**src/rtl/alu8_pkg.sv**
```systemverilog
`timescale 1ns/1ps
package alu8_pkg;
  localparam int OP_W   = 4;
  localparam int FLAG_W = 8;
  localparam int S_BIT  = 7;
  localparam int Z_BIT  = 6;
  localparam int AC_BIT = 4;
  localparam int P_BIT  = 2;
  localparam int CY_BIT = 0;
  localparam logic [FLAG_W-1:0] FIXED_MASK = 8'b0010_1010;
  localparam logic [FLAG_W-1:0] FIXED_VAL  = 8'b0000_0010;

  typedef enum logic [OP_W-1:0] {
    OP_ADD = 4'd0, OP_SUB = 4'd1, OP_INC = 4'd2, OP_DEC = 4'd3,
    OP_AND = 4'd4, OP_OR  = 4'd5, OP_XOR = 4'd6, OP_CMP = 4'd7,
    OP_NOT = 4'd8, OP_SHL = 4'd9, OP_SHR = 4'd10
  } op_e;

  typedef struct packed {
    logic s;
    logic z;
    logic ac;
    logic p;
    logic cy;
  } cond_t;

  function automatic logic [FLAG_W-1:0] pack_cond(cond_t c);
    logic [FLAG_W-1:0] f;
    f         = FIXED_VAL;
    f[S_BIT]  = c.s;
    f[Z_BIT]  = c.z;
    f[AC_BIT] = c.ac;
    f[P_BIT]  = c.p;
    f[CY_BIT] = c.cy;
    return f;
  endfunction

  function automatic cond_t unpack_cond(logic [FLAG_W-1:0] f);
    cond_t c;
    c.s  = f[S_BIT];
    c.z  = f[Z_BIT];
    c.ac = f[AC_BIT];
    c.p  = f[P_BIT];
    c.cy = f[CY_BIT];
    return c;
  endfunction
endpackage

```
**src/rtl/alu8_adder.sv**
```systemverilog
`timescale 1ns/1ps
// Split adder: low part and high part, exposing carry out of the low part.
module alu8_adder #(
  parameter int DATA_W = 8,
  parameter int LOW_W  = 4
) (
  input  logic [DATA_W-1:0] a_i,
  input  logic [DATA_W-1:0] b_i,
  input  logic              cin_i,
  output logic [DATA_W-1:0] sum_o,
  output logic              c_low_o,
  output logic              c_out_o
);
  localparam int HIGH_W = DATA_W - LOW_W;

  logic [LOW_W:0]  lo;
  logic [HIGH_W:0] hi;

  always_comb begin
    lo = {1'b0, a_i[LOW_W-1:0]} + {1'b0, b_i[LOW_W-1:0]} + {{LOW_W{1'b0}}, cin_i};
    hi = {1'b0, a_i[DATA_W-1:LOW_W]} + {1'b0, b_i[DATA_W-1:LOW_W]}
       + {{HIGH_W{1'b0}}, lo[LOW_W]};
  end

  assign sum_o   = {hi[HIGH_W-1:0], lo[LOW_W-1:0]};
  assign c_low_o = lo[LOW_W];
  assign c_out_o = hi[HIGH_W];
endmodule

```
**src/rtl/alu8_logic.sv**
```systemverilog
`timescale 1ns/1ps
module alu8_logic
  import alu8_pkg::*;
#(
  parameter int DATA_W = 8
) (
  input  op_e               op_i,
  input  logic [DATA_W-1:0] a_i,
  input  logic [DATA_W-1:0] b_i,
  output logic [DATA_W-1:0] res_o,
  output logic              shift_out_o
);
  always_comb begin
    res_o       = '0;
    shift_out_o = 1'b0;
    case (op_i)
      OP_AND: res_o = a_i & b_i;
      OP_OR:  res_o = a_i | b_i;
      OP_XOR: res_o = a_i ^ b_i;
      OP_NOT: res_o = ~a_i;
      OP_SHL: begin
        res_o       = {a_i[DATA_W-2:0], 1'b0};
        shift_out_o = a_i[DATA_W-1];
      end
      OP_SHR: begin
        res_o       = {1'b0, a_i[DATA_W-1:1]};
        shift_out_o = a_i[0];
      end
      default: ;
    endcase
  end
endmodule

```
**src/rtl/alu8_flags.sv**
```systemverilog
`timescale 1ns/1ps
module alu8_flags
  import alu8_pkg::*;
#(
  parameter int DATA_W = 8,
  parameter int LOW_W  = 4
) (
  input  logic              clk_i,
  input  logic              rst_ni,
  input  logic              en_i,
  input  logic [OP_W-1:0]   op_i,
  input  logic [DATA_W-1:0] opnd_i,
  output logic [DATA_W-1:0] acc_o,
  output logic [FLAG_W-1:0] flags_o
);
  op_e               op;
  logic [DATA_W-1:0] acc_q, add_b, sum, lg_res, res;
  logic [FLAG_W-1:0] flags_q;
  logic              add_cin, c_low, c_out, sh_out;
  logic              wr_acc, wr_flg, upd_szp;
  cond_t             cur, nxt;

  assign op  = op_e'(op_i);
  assign cur = unpack_cond(flags_q);

  // Adder operand: subtraction as A + ~B + 1, decrement as A + all-ones.
  always_comb begin
    add_b   = '0;
    add_cin = 1'b0;
    case (op)
      OP_ADD:         add_b = opnd_i;
      OP_SUB, OP_CMP: begin add_b = ~opnd_i; add_cin = 1'b1; end
      OP_INC:         add_cin = 1'b1;
      OP_DEC:         add_b = '1;
      default: ;
    endcase
  end

  alu8_adder #(.DATA_W(DATA_W), .LOW_W(LOW_W)) u_adder (
    .a_i    (acc_q),
    .b_i    (add_b),
    .cin_i  (add_cin),
    .sum_o  (sum),
    .c_low_o(c_low),
    .c_out_o(c_out)
  );

  alu8_logic #(.DATA_W(DATA_W)) u_logic (
    .op_i       (op),
    .a_i        (acc_q),
    .b_i        (opnd_i),
    .res_o      (lg_res),
    .shift_out_o(sh_out)
  );

  always_comb begin
    nxt     = cur;
    res     = acc_q;
    wr_acc  = 1'b0;
    wr_flg  = 1'b0;
    upd_szp = 1'b0;
    case (op)
      OP_ADD: begin
        res = sum; wr_acc = 1'b1; wr_flg = 1'b1; upd_szp = 1'b1;
        nxt.ac = c_low; nxt.cy = c_out;
      end
      OP_SUB, OP_CMP: begin
        res = sum; wr_acc = (op == OP_SUB); wr_flg = 1'b1; upd_szp = 1'b1;
        nxt.ac = c_low; nxt.cy = ~c_out;  // borrow
      end
      OP_INC, OP_DEC: begin
        res = sum; wr_acc = 1'b1; wr_flg = 1'b1; upd_szp = 1'b1;
        nxt.ac = c_low;
      end
      OP_AND, OP_OR, OP_XOR: begin
        res = lg_res; wr_acc = 1'b1; wr_flg = 1'b1; upd_szp = 1'b1;
        nxt.ac = 1'b0; nxt.cy = 1'b0;
      end
      OP_NOT: begin
        res = lg_res; wr_acc = 1'b1; wr_flg = 1'b1; upd_szp = 1'b1;
      end
      OP_SHL, OP_SHR: begin
        res = lg_res; wr_acc = 1'b1; wr_flg = 1'b1;
        nxt.cy = sh_out;
      end
      default: ;
    endcase
    if (upd_szp) begin
      nxt.s = res[DATA_W-1];
      nxt.z = ~|res;
      nxt.p = ~^res;
    end
  end

  always_ff @(posedge clk_i or negedge rst_ni) begin
    if (!rst_ni) begin
      acc_q   <= '0;
      flags_q <= FIXED_VAL;
    end else if (en_i) begin
      if (wr_acc) acc_q   <= res;
      if (wr_flg) flags_q <= pack_cond(nxt);
    end
  end

  assign acc_o   = acc_q;
  assign flags_o = flags_q;
endmodule

```
**config.mk**
```make
export PLATFORM = sky130hd
export DESIGN_NAME = alu8_flags
export DESIGN_NICKNAME = d
export VERILOG_FILES = /design/src/rtl/alu8_pkg.sv /design/src/rtl/alu8_adder.sv /design/src/rtl/alu8_logic.sv /design/src/rtl/alu8_flags.sv
export SDC_FILE = /design/constraint.sdc
export NUM_CORES = 1
export LEC_CHECK = 0
export BUFFER_PORTS_ARGS = -buffer_cell sky130_fd_sc_hd__buf_2
export CORE_UTILIZATION = 53
export DETAILED_ROUTE_END_ITERATION = 10
export GPL_TIMING_DRIVEN = 0
export PLACE_DENSITY_LB_ADDON = 0.05
export SYNTH_ARGS = -nofsm -noshare
export SYNTH_HDL_FRONTEND = slang
export SYNTH_SLANG_ARGS = --single-unit
```
**constraint.sdc**
```tcl
create_clock -name clk_i -period 3.54 [get_ports clk_i]
set_input_delay 0.354 -clock clk_i [delete_from_list [all_inputs] [get_ports clk_i]]
set_output_delay 0.354 -clock clk_i [all_outputs]
set_load 0.005 [all_outputs]
```
==> results of run 1 <==
[sequential cells by signal (all words and copies together) (netlist names)]
name	count
flags_o	5
acc_o	8
[final cells by class]
cell class,count,area share
Buffer,16,0.0682
Inverter,27,0.0396
Sequential cell,13,0.124
Multi-Input combinational cell,203,0.608
Clock buffer,3,0.0157
Tap cell,48,0.0229
Timing Repair Buffer,47,0.120
Clock inverter,1,0.00191
[worst min-delay path by stage]
stage,start,endpoint,slack [ps],depth (start not counted)
final,en_i,flags_o[4],460,4
after global routing,flags_o[0],flags_o[0],510,1
after CTS,en_i,flags_o[4],460,4
after detailed placement,rst_ni,acc_o[6],260,1
after global placement,rst_ni,acc_o[6],250,1
after floorplan,rst_ni,acc_o[0],60,0
[per-layer routing]
| layer | part of all wire | global-route usage | vias to the layer above |
|---|---|---|---|
| met1 | 0.44 | 0.415 | 994 |
| met5 | 0 | 0 | - |
| met4 | 0.019 | 0.0750 | 0 |
| li1 | - | - | 1018 |
| met2 | 0.47 | 0.475 | 112 |
| met3 | 0.075 | 0.0440 | 19 |
[critical path: stages]
cell and delay [ps]:
buf_8 100, buf_8 110, buf_8 110, maj3_2 320, a22oi_2 170, nor2_2 70
fa_2 360, inv_2 60, fa_2 210, inv_2 30, a21o_1 160, a21oi_2 190
fa_2 270, fa_1 440, nor2_1 110, a21oi_1 50, o22ai_1 190, a21oi_2 70
ha_2 340, xor2_2 160, xnor2_1 140, o21ai_1 70
[kinds of logic after synthesis]
logic type	Yosys count	share of synthesized area
xor+xnor	7	0.0295
buf+inv	45	0.113
mux	7	0.0349
compound gates	81	0.271
fa+ha+maj	38	0.233
flops	13	0.156
simple gates	67	0.159
other cells	2	0.00361
[cell usage in the layout (no fill, tap or decap), types with 4 or more instances in the layout]
cell      instances
ha_1             25
nor2_1           17
nand2_1          23
buf_4            22
maj3_1            7
a21oi_1          19
nand2b_1          7
mux2i_1           5
a32oi_1           4
buf_6             7
o21ai_1          12
buf_2            26
buf_8             5
xnor2_1           4
inv_1            24
a22oi_1           6
a21oi_2           5
dfrtp_1          13
clkbuf_8          4
o22ai_1           6
o32ai_1           4
[stage by stage]
step | util | instances | hold slack [ps] | worst slack, ps | cell area [µm²]
after detailed placement | 0.622 | 335 | 257 | -1040 | 2310
after CTS | 0.691 | 354 | 456 | -431 | 2570
after global placement | 0.622 | 335 | 252 | -1010 | 2310
final | 0.706 | 358 | 462 | -447 | 2630
after floorplan | - | 261 | 58.4 | -469 | 2120
after global routing | 0.706 | 358 | 514 | -625 | 2630
[repair_timing]
action	CTS	global route
hold buffers	1	0
buffers inserted	16	4
gates resized for setup	29	8
setup endpoints to repair	4	4
pin swaps	17	17
hold endpoints to repair	13	0
[power by group]
| part | total [mW] | switching, mW | internal (mW) |
|---|---|---|---|
| Combinational | 0.650 | 0.331 | 0.318 |
| Sequential | 0.276 | 0.0846 | 0.191 |
| Clock | 0.132 | 0.0544 | 0.0777 |
==> results.md, run 1 <==
* Synth cell count leaders: ha_1, inv_1, nand2_1
* Flops & latches, synth at 13
* Full die area at about 0.0042 mm²
* Critical path startpoint category: input port
* Max-slew violations at 0
* Total negative setup slack at -502 ps
* R2r startpoint: acc_o[0]
* Gr usage total at 0.296
* Status: finished with violations
* Register area share after synthesis at 0.156
* Post-DP HPWL at approximately 4200 µm
* Layout cell share with drive strength beyond 1 at 0.319
* Vias/cell at 5.99
* Post-Syn Instances at 260
* Initial Utilization at 0.560
* Crit path to: flags_o[2]
* Longest Clk Path Bufs at 2
* Gpl congestion at a little under 1
* Worst-Skew Late Latency at 240 ps
* Final wirelength at 5930 µm
* Synth area leaders: dfrtp_1, ha_1, a21oi_1
* WS Path Type: input port to flop
* CTS Buf Count at 3
* Core area at 0.00372 mm²
* GR Overflow Total at 0
* I/O Buffers at 26
* TritonCTS clock tree: done
* N_diodes at 0
* Post-synthesis cell area at between 0.002 and 0.0025 mm²
* Vias after detailed routing at between 2000 and 2500
* Setup ws final at -447 ps
* Synthesis-to-finish area growth at 26.2%
* Height of the die at 64.6 µm
* Worst EP arrival at ~4100 ps
* Unrepaired setup endpoints after global routing: true
* Post-synth top area share at 0.156
* Slew HR at 0.658
* Worst VDD drop at roughly 370 µV
* Static Leak at between 1 and 1.5 nW
* Slew @ Worst Pin at a little over 500 ps
* Number of global-route vias before repair at between 2000 and 2500
* Primary FF master, synth: dfrtp_1
* Worst r2r dst: flags_o[2]
* Initial antenna violation count at 0
* Clock root buffer: clkbuf_8
* Post-route ant nets at 0
* Max-cap violations at 0
* Final clock skew at ~6 ps
* PwrDens at 403 mW/mm²
* Fill cell count at 319
* Worst min path class: input port to flop
* Setup slack, reg-to-reg at -180 ps
* Failing checks: negative setup slack
* Crit path max fanout at 3
* Number of synthesized flops with an enable pin at 0
* Fin nets at 356
* WL/cell at between 15 and 20 µm
* CP Data Required Time at 3650 ps
* Fin crit period at between 3000 and 4000 ps
* Clock transition at path regs at approximately 60 ps
* DIE WIDTH at approximately 65 µm
* H-tree depth at 1
* Achievable Freq at approximately 250 MHz
* Multi-input gate area at 0.00160 mm²
* FFs w/ async S/R, synth at 1.00
* Syn_area_per_cell at approximately 8.0 µm²
* Register Area at roughly 330 µm²
* Final Hold Vio Count at 0
* First-pass GRT wire length at 9490 µm
* Dominant cell type by area after synthesis: dfrtp_1
* Setup-failing EPs final at 2
* CP startpoint: op_i[1]
* First drt pass iteration count at 5
* Worst setup EP type: flop
* Total power at ~1.1 mW
* Total of warnings raised by yosys at 0
* Fin crit share at 1.13
* Library cells used by synthesis at 52
* Clock Sinks at 13
* Placement row count at 22
* Io pins at 31
* Largest net degree at the start of global routing at 20
* Initial DRC Count at around 190
* DR DRC count at 0
* FF-to-FF path depth at 16
No activity file was read; power rests on OpenSTA's default activity.
==> inputs of run 2 (changes only) <==
- ABC_AREA: not set -> 1
- CORE_UTILIZATION: 53 -> 54
- CTS_BUF_LIST: not set -> sky130_fd_sc_hd__clkbuf_8
==> results.md, run 2 <==
* Status: finished with violations
* Failing checks: negative setup slack
* Synthesis-to-finish area growth at 26.5%
* Initial DRC Count at 130 (-31%)
* Fin crit share at 1.07 (-0.0562)
* Setup slack, reg-to-reg at -60 ps (+120 ps)
* Layout cell share with drive strength beyond 1 at 0.264 (-0.0555)
* Worst r2r dst: flags_o[2]
* Full die area at 0.00399 mm² (-4.6%)
* Most common cell in the netlist: nand2_1
* Height of the die at 63.1 µm (-2.3%)
* Post-Syn Instances at 330 (+27%)
* Register area share after synthesis at 0.161 (+0.00475)
* Crit path top cell by count: inv_2
* Initial Utilization at 0.582 (+0.0223)
* Worst setup EP type: flop
* Worst EP arrival at 3920 ps (-180 ps)
* Post-synthesis adder-cell area fraction at 0.201 (-0.0326)
* Core area at 0.00347 mm² (-6.7%)
* Final Hold Vio Count at 0 (unchanged)
* TritonCTS clock tree: done
* Flops & latches, synth at 13 (unchanged)
* Setup ws final at -248 ps (+199 ps)
* Fin Hold WS at 401 ps (-61.7 ps)
* Max-slew violations at 0 (unchanged)
* Gpl congestion at 0.942 (-2.3%)
* Dominant cell type by area after synthesis: nand2_1
* Achievable Freq at 264 MHz (+5.2%)
* Post-route ant nets at 0 (unchanged)
* Total negative setup slack at -248 ps (+254 ps)
* CP Data Required Time at 3670 ps (+20 ps)
* R2r startpoint: acc_o[0]
* Primary FF master, synth: dfrtp_1
* Post-synthesis cell area at 0.00202 mm² (-2.9%)
* PwrDens at 395 mW/mm² (-2.0%)
* DIE WIDTH at 63.1 µm (-2.3%)
* Worst VDD drop at 276 µV (-25%)
* Final clock skew at 1.20 ps (-4.89 ps)
* Post-Synth XOR/XNOR Area at 0.0130 (-0.0165)
* Placement row count at 21 (-4.5%)
* Max-cap violations at 0 (unchanged)
* Clock transition at path regs at 60 ps (about the same)
* Synth cell count leaders: nand2_1, inv_1, ha_1, nor2_1, nand3_1
* Worst min path class: input port to flop
* Fill cell count at 319 (unchanged)
* Register share of total power at 0.269 (+0.008)
* Longest Clk Path Bufs at 2 (unchanged)
* H-tree depth at 1 (unchanged)
* Vias/cell at 5.16 (-14%)
* WL/cell at 13.7 µm (-17%)
* Crit path max fanout at 4 (+1)
* Pre-CTS setup slack at -1030 ps (+4.41 ps)
* Final wirelength at 5830 µm (-1.7%)
* Vias after detailed routing at 2195 (+2.4%)
* Synth area leaders: nand2_1, dfrtp_1, ha_1
* First drt pass iteration count at 4 (-1)
* Synth Area in Simple Gates at 0.404 (+0.245)
* Most frequent cells in the layout: nand2_1, inv_1, nand3_1, ha_1, buf_2
* Cell count after placement at 404 (+21%)
* FF-to-FF path depth at 19 (+3)
* Clock Power Share at 0.133 (+0.008)
* CP peak stage delay at 550 ps (+110 ps)
* Clock root buffer: clkbuf_8
* Largest net degree at the start of global routing at 14 (-30%)
* Syn_area_per_cell at 6.12 µm² (-24%)
* Number of global-route vias before repair at 2110 (+4.9%)
* Worst-Skew Late Latency at 250 ps (about the same)
* Worst Hold Depth at 3 (-1)
* I/O Buffers at 27 (+3.8%)
* Total power at 1.01 mW (-4.7%)
* Unrepaired setup endpoints after global routing: true
* Initial antenna violation count at 0 (unchanged)
* HP Start: en_i
* Fin crit period at 3790 ps (-199 ps)
* Fin nets at 425 (+19%)
* First-pass GRT wire length at 9660 µm (+1.8%)
* Net Sw Frac at 0.462 (+0.0173)
* GR Overflow Total at 0 (unchanged)
* Post-synthesis mux area share at 0 (-0.0349)
* Post-synth top area share at 0.203 (+0.0463)
* N_diodes at 0 (unchanged)
* Total of warnings raised by yosys at 0 (unchanged)
* CP max-delay cell: fa_2
* Static Leak at 1.46 nW (+17%)
* Io pins at 31 (unchanged)
* FFs w/ async S/R, synth at 1.00 (unchanged)
* Clock Sinks at 13 (unchanged)
* Number of synthesized flops with an enable pin at 0 (unchanged)
* Final Non-Filler Cells at 425 (+19%)
* Critical path startpoint category: input port
* Library cells used by synthesis at 28 (-46%)
* Gr usage total at 0.314 (+0.0181)
* Synth Area in Compound Gates at 0.0949 (-0.176)
* Commonest non-fill, non-tap cell in the layout: nand2_1
* CTS Buf Count at 3 (unchanged)
* WS Path Type: input port to flop
* Combinational power share at 0.598 (-0.016)
* Post-DP HPWL at 4130 µm (-0.63%)
* Hold path endpoint: flags_o[4]
* Sw power at 0.466 mW (-0.99%)
* Setup-failing EPs final at 1 (-1)
* Internal cell power at 0.542 mW (-7.7%)
* Max FFs per register at 8 (unchanged)
* Main combinational cell family by area after synthesis: simple AND/OR/NAND/NOR gates
* DR DRC count at 0 (unchanged)
-- run 2: changes by cell type after synthesis, moves of 6 or more --
cell and change:
nand2_1 +86, o21ai_1 -9, buf_2 -7, nor2_2 +8, nand3_1 +21, maj3_1 -8
nor2_1 +7, nand2b_1 -9, inv_1 +31, o22ai_1 -6, a22oi_1 -7, o21ai_0 +11
a21oi_1 -8
-- run 2: worst max path at each step --
stage                 start         end  slack [ps]  cells past startpoint
global route        op_i[2]  flags_o[2]        -440                     27
finish              op_i[2]  flags_o[2]        -250                     27
CTS                 op_i[3]  flags_o[2]        -330                     27
detailed placement  op_i[2]  flags_o[2]       -1030                     25
global placement    op_i[1]  flags_o[2]       -1050                     23
floorplan           op_i[2]  flags_o[2]        -270                     26
-- run 2: through the flow --
stage | utilization | area, µm²
floorplan | - | 2050
global placement | 0.648 | 2250
finish | 0.736 | 2550
CTS | 0.720 | 2500
detailed placement | 0.648 | 2250
global route | 0.736 | 2550
-- run 2: worst max-delay path, delay by kind of cell --
family / cells / cell delay [ps]
AOI/OAI and AO/OA: 5 / 420
xor gates and xnor gates: 2 / 300
adders and majority gates: 5 / 1680
buffers and inverters: 9 / 590
and+or+nand+nor: 6 / 570
-- run 2: kinds of logic (layout without fill, tap and decap cells) --
family | count (synthesis) | count (layout)
buf+inv | 63 | 111
flops | 13 | 13
compound gates | 35 | 35
simple gates | 184 | 184
other cells | 2 | 3
fa+ha+maj | 30 | 30
xor+xnor | 3 | 3
-- run 2: cell type report --
type | count | area [µm²] | area share
clock inverters | 1 | 3.75 | 0.00147
repair buffers | 44 | 300 | 0.118
plain buffers | 3 | 22.5 | 0.00882
well taps | 46 | 57.6 | 0.0225
clock buffers | 3 | 41.3 | 0.0162
flip-flops and latches | 13 | 325 | 0.127
inverters | 60 | 235 | 0.0922
multi-input cells | 255 | 1570 | 0.614
-- run 2: power groups by stage --
| stage | clock, mW | sequential, mW | combinational (mW) |
|---|---|---|---|
| 6_report | 0.134 | 0.271 | 0.603 |
| 3_3_place_gp | 0 | 0.271 | 0.491 |
| 2_1_floorplan | 0 | 0.253 | 0.362 |
| 3_5_place_dp | 0 | 0.272 | 0.508 |
| 4_1_cts | 0.136 | 0.269 | 0.577 |
| 5_1_grt | 0.144 | 0.277 | 0.688 |
-- run 2: repair_timing --
action	in CTS	in global routing
endpoints found under the setup margin	5	4
gates resized for setup	37	4
endpoints found under the hold margin	13	0
hold buffers	1	0
buffers inserted	10	6
pin swaps	19	15
-- run 2: metal layers --
layer	vias up	part of all wire	global-route usage	routed length (µm)
met4	0	0.0074	0.0756	43
met1	993	0.43	0.404	2520
met3	8	0.066	0.0543	382
met5	-	0	0	0
met2	75	0.50	0.542	2890
li1	1119	-	-	-
==> inputs of run 3 (changes only) <==
- ABC_AREA: 1 -> not set
==> results.md, run 3 (synthesized netlist as in run 1, its figures left out) <==
* Setup slack, reg-to-reg at -160 ps (-100 ps)
* Longest Clk Path Bufs at 2 (unchanged)
* Core area at 0.00369 mm² (+6.3%)
* Slew @ Worst Pin at about 550 ps
* Crit path max fanout at 10 (+6)
* Max-slew violations at 0 (unchanged)
* Worst-Skew Late Latency at 240 ps (about the same)
* DIE WIDTH at 64.1 µm (+1.5%)
* Worst setup EP type: flop
* Setup-failing EPs final at 2 (+1)
* Area after DPL at 0.00231 mm² (+2.8%)
* Final Hold Vio Count at 0 (unchanged)
* Static Leak at 1.27 nW (-13%)
* First drt pass iteration count at 5 (+1)
* WL/cell at 16.9 µm (+23%)
* Post-route ant nets at 0 (unchanged)
* Height of the die at 64.1 µm (+1.5%)
* Synthesis-to-finish area growth at 29.5%
* Cell area after layout at 0.00269 mm² (+5.5%)
* DR DRC count at 0 (unchanged)
* Clock transition at path regs at 60 ps (about the same)
* CP Data Required Time at 3650 ps (-20 ps)
* Worst EP arrival at 4060 ps (+140 ps)
* Worst Hold Depth at 4 (+1)
* Max FFs per register at 8 (unchanged)
* Initial antenna violation count at 0 (unchanged)
* Vias after detailed routing at 2167 (-1.3%)
* Vias/cell at 6.00 (+16%)
* Pre-CTS setup slack at -976 ps (+56.5 ps)
* Io pins at 31 (unchanged)
* Hold path endpoint: flags_o[4]
* Gr usage total at 0.311 (-0.00373)
* GR Overflow Total at 0 (unchanged)
* Placement row count at 22 (+4.8%)
* Fin crit period at 3950 ps (+160 ps)
* N_diodes at 0 (unchanged)
* Total power at 1.07 mW (+6.6%)
* Post-DP HPWL at 4260 µm (+3.4%)
* Setup ws final at -408 ps (-160 ps)
* Utilization after layout at 0.730 (-0.00560)
* R2r startpoint: acc_o[0]
* Failing checks: negative setup slack
* Layout cell share with drive strength beyond 1 at 0.339 (+0.0748)
* Clock Sinks at 13 (unchanged)
* Final clock skew at 2.75 ps (+1.55 ps)
* Initial DRC Count at 149 (+15%)
* Unrepaired setup endpoints after global routing: true
* Initial Utilization at 0.564 (-0.0181)
* HP Start: en_i
* Largest net degree at the start of global routing at 20 (+6)
* Fill cell count at 299 (-6.3%)
* Most frequent cells in the layout: buf_2, buf_4, ha_1
* First-pass GRT wire length at 9780 µm (+1.3%)
* PwrDens at 399 mW/mm² (+0.97%)
* CTS Buf Count at 3 (unchanged)
* TritonCTS clock tree: done
* Final wirelength at 6090 µm (+4.5%)
* Clock root buffer: clkbuf_8
* Commonest non-fill, non-tap cell in the layout: buf_2
* Worst VDD drop at 343 µV (+24%)
* Slew HR at 0.628
* WS Path Type: input port to flop
* Worst r2r dst: flags_o[2]
* Number of global-route vias before repair at 1952 (-7.5%)
* Max-cap violations at 0 (unchanged)
* H-tree depth at 1 (unchanged)
* I/O Buffers at 26 (-3.7%)
* Fin crit share at 1.12 (+0.0452)
* Achievable Freq at 253 MHz (-4.0%)
* Fin nets at 359 (-16%)
* Critical path startpoint category: input port
* FF-to-FF path depth at 16 (-3)
* Worst min path class: input port to flop
* Full die area at 0.00410 mm² (+2.9%)
* Gpl congestion at 0.958 (+1.6%)
* Status: finished with violations
* Fin Hold WS at 473 ps (+72.0 ps)
run 3: worst max-delay path by stage:
stage / from / end / cells after the start
5_1_grt: op_i[1] / flags_o[2] / 22
3_5_place_dp: op_i[1] / flags_o[2] / 22
3_3_place_gp: op_i[1] / flags_o[2] / 21
6_report: op_i[1] / flags_o[2] / 22
4_1_cts: op_i[1] / flags_o[2] / 22
2_1_floorplan: op_i[0] / flags_o[2] / 23
run 3: per-stage QoR:
step	setup TNS (ps)	cells
final	-440	361
after global routing	-851	361
after CTS	-598	350
after detailed placement	-3030	335
after global placement	-3090	335
after floorplan	-800	261
run 3: layout make-up:
class	count	area, µm²	area share
timing repair buffer	51	352	0.131
clock buffer	3	41.3	0.0153
tap	48	60.1	0.0223
inverter	27	104	0.0386
multi-input combinational	203	1630	0.607
sequential	13	325	0.121
buffer	15	173	0.0641
clock inverter	1	5.00	0.00186
run 3: routing by layer:
layer	vias up	global-route usage	part of all wire
li1	1022	-	-
met1	1034	0.423	0.43
met2	102	0.528	0.49
met3	9	0.0339	0.066
met4	0	0.0625	0.0097
met5	-	0	0
run 3: power by group:
group | total, mW | internal (mW) | switching (mW)
sequential | 0.277 | 0.191 | 0.0855
clock | 0.133 | 0.0777 | 0.0551
combinational | 0.665 | 0.328 | 0.337
total | 1.07 | 0.597 | 0.477
run 3: what timing repair did:
action / 4_1_cts / 5_1_grt
hold buffers: 1 / 0
endpoints found under the hold margin: 13 / 0
pin swaps: 17 / 20
resized for setup: 25 / 23
setup endpoints to repair: 4 / 4
buffers inserted: 12 / 14
run 3: worst max-delay path: stages:
cell and delay, ps:
buf_8 100, buf_4 170, nor3_4 190, buf_4 140, a22oi_2 70, nor2_2 90
fa_2 230, inv_2 40, fa_2 350, inv_2 50, a21o_1 120, a21oi_2 70
fa_2 400, fa_1 510, nor2_1 50, a21oi_1 140, o22ai_1 110, a21oi_2 200
ha_4 240, xor2_2 140, xnor2_1 190, o21ai_1 80
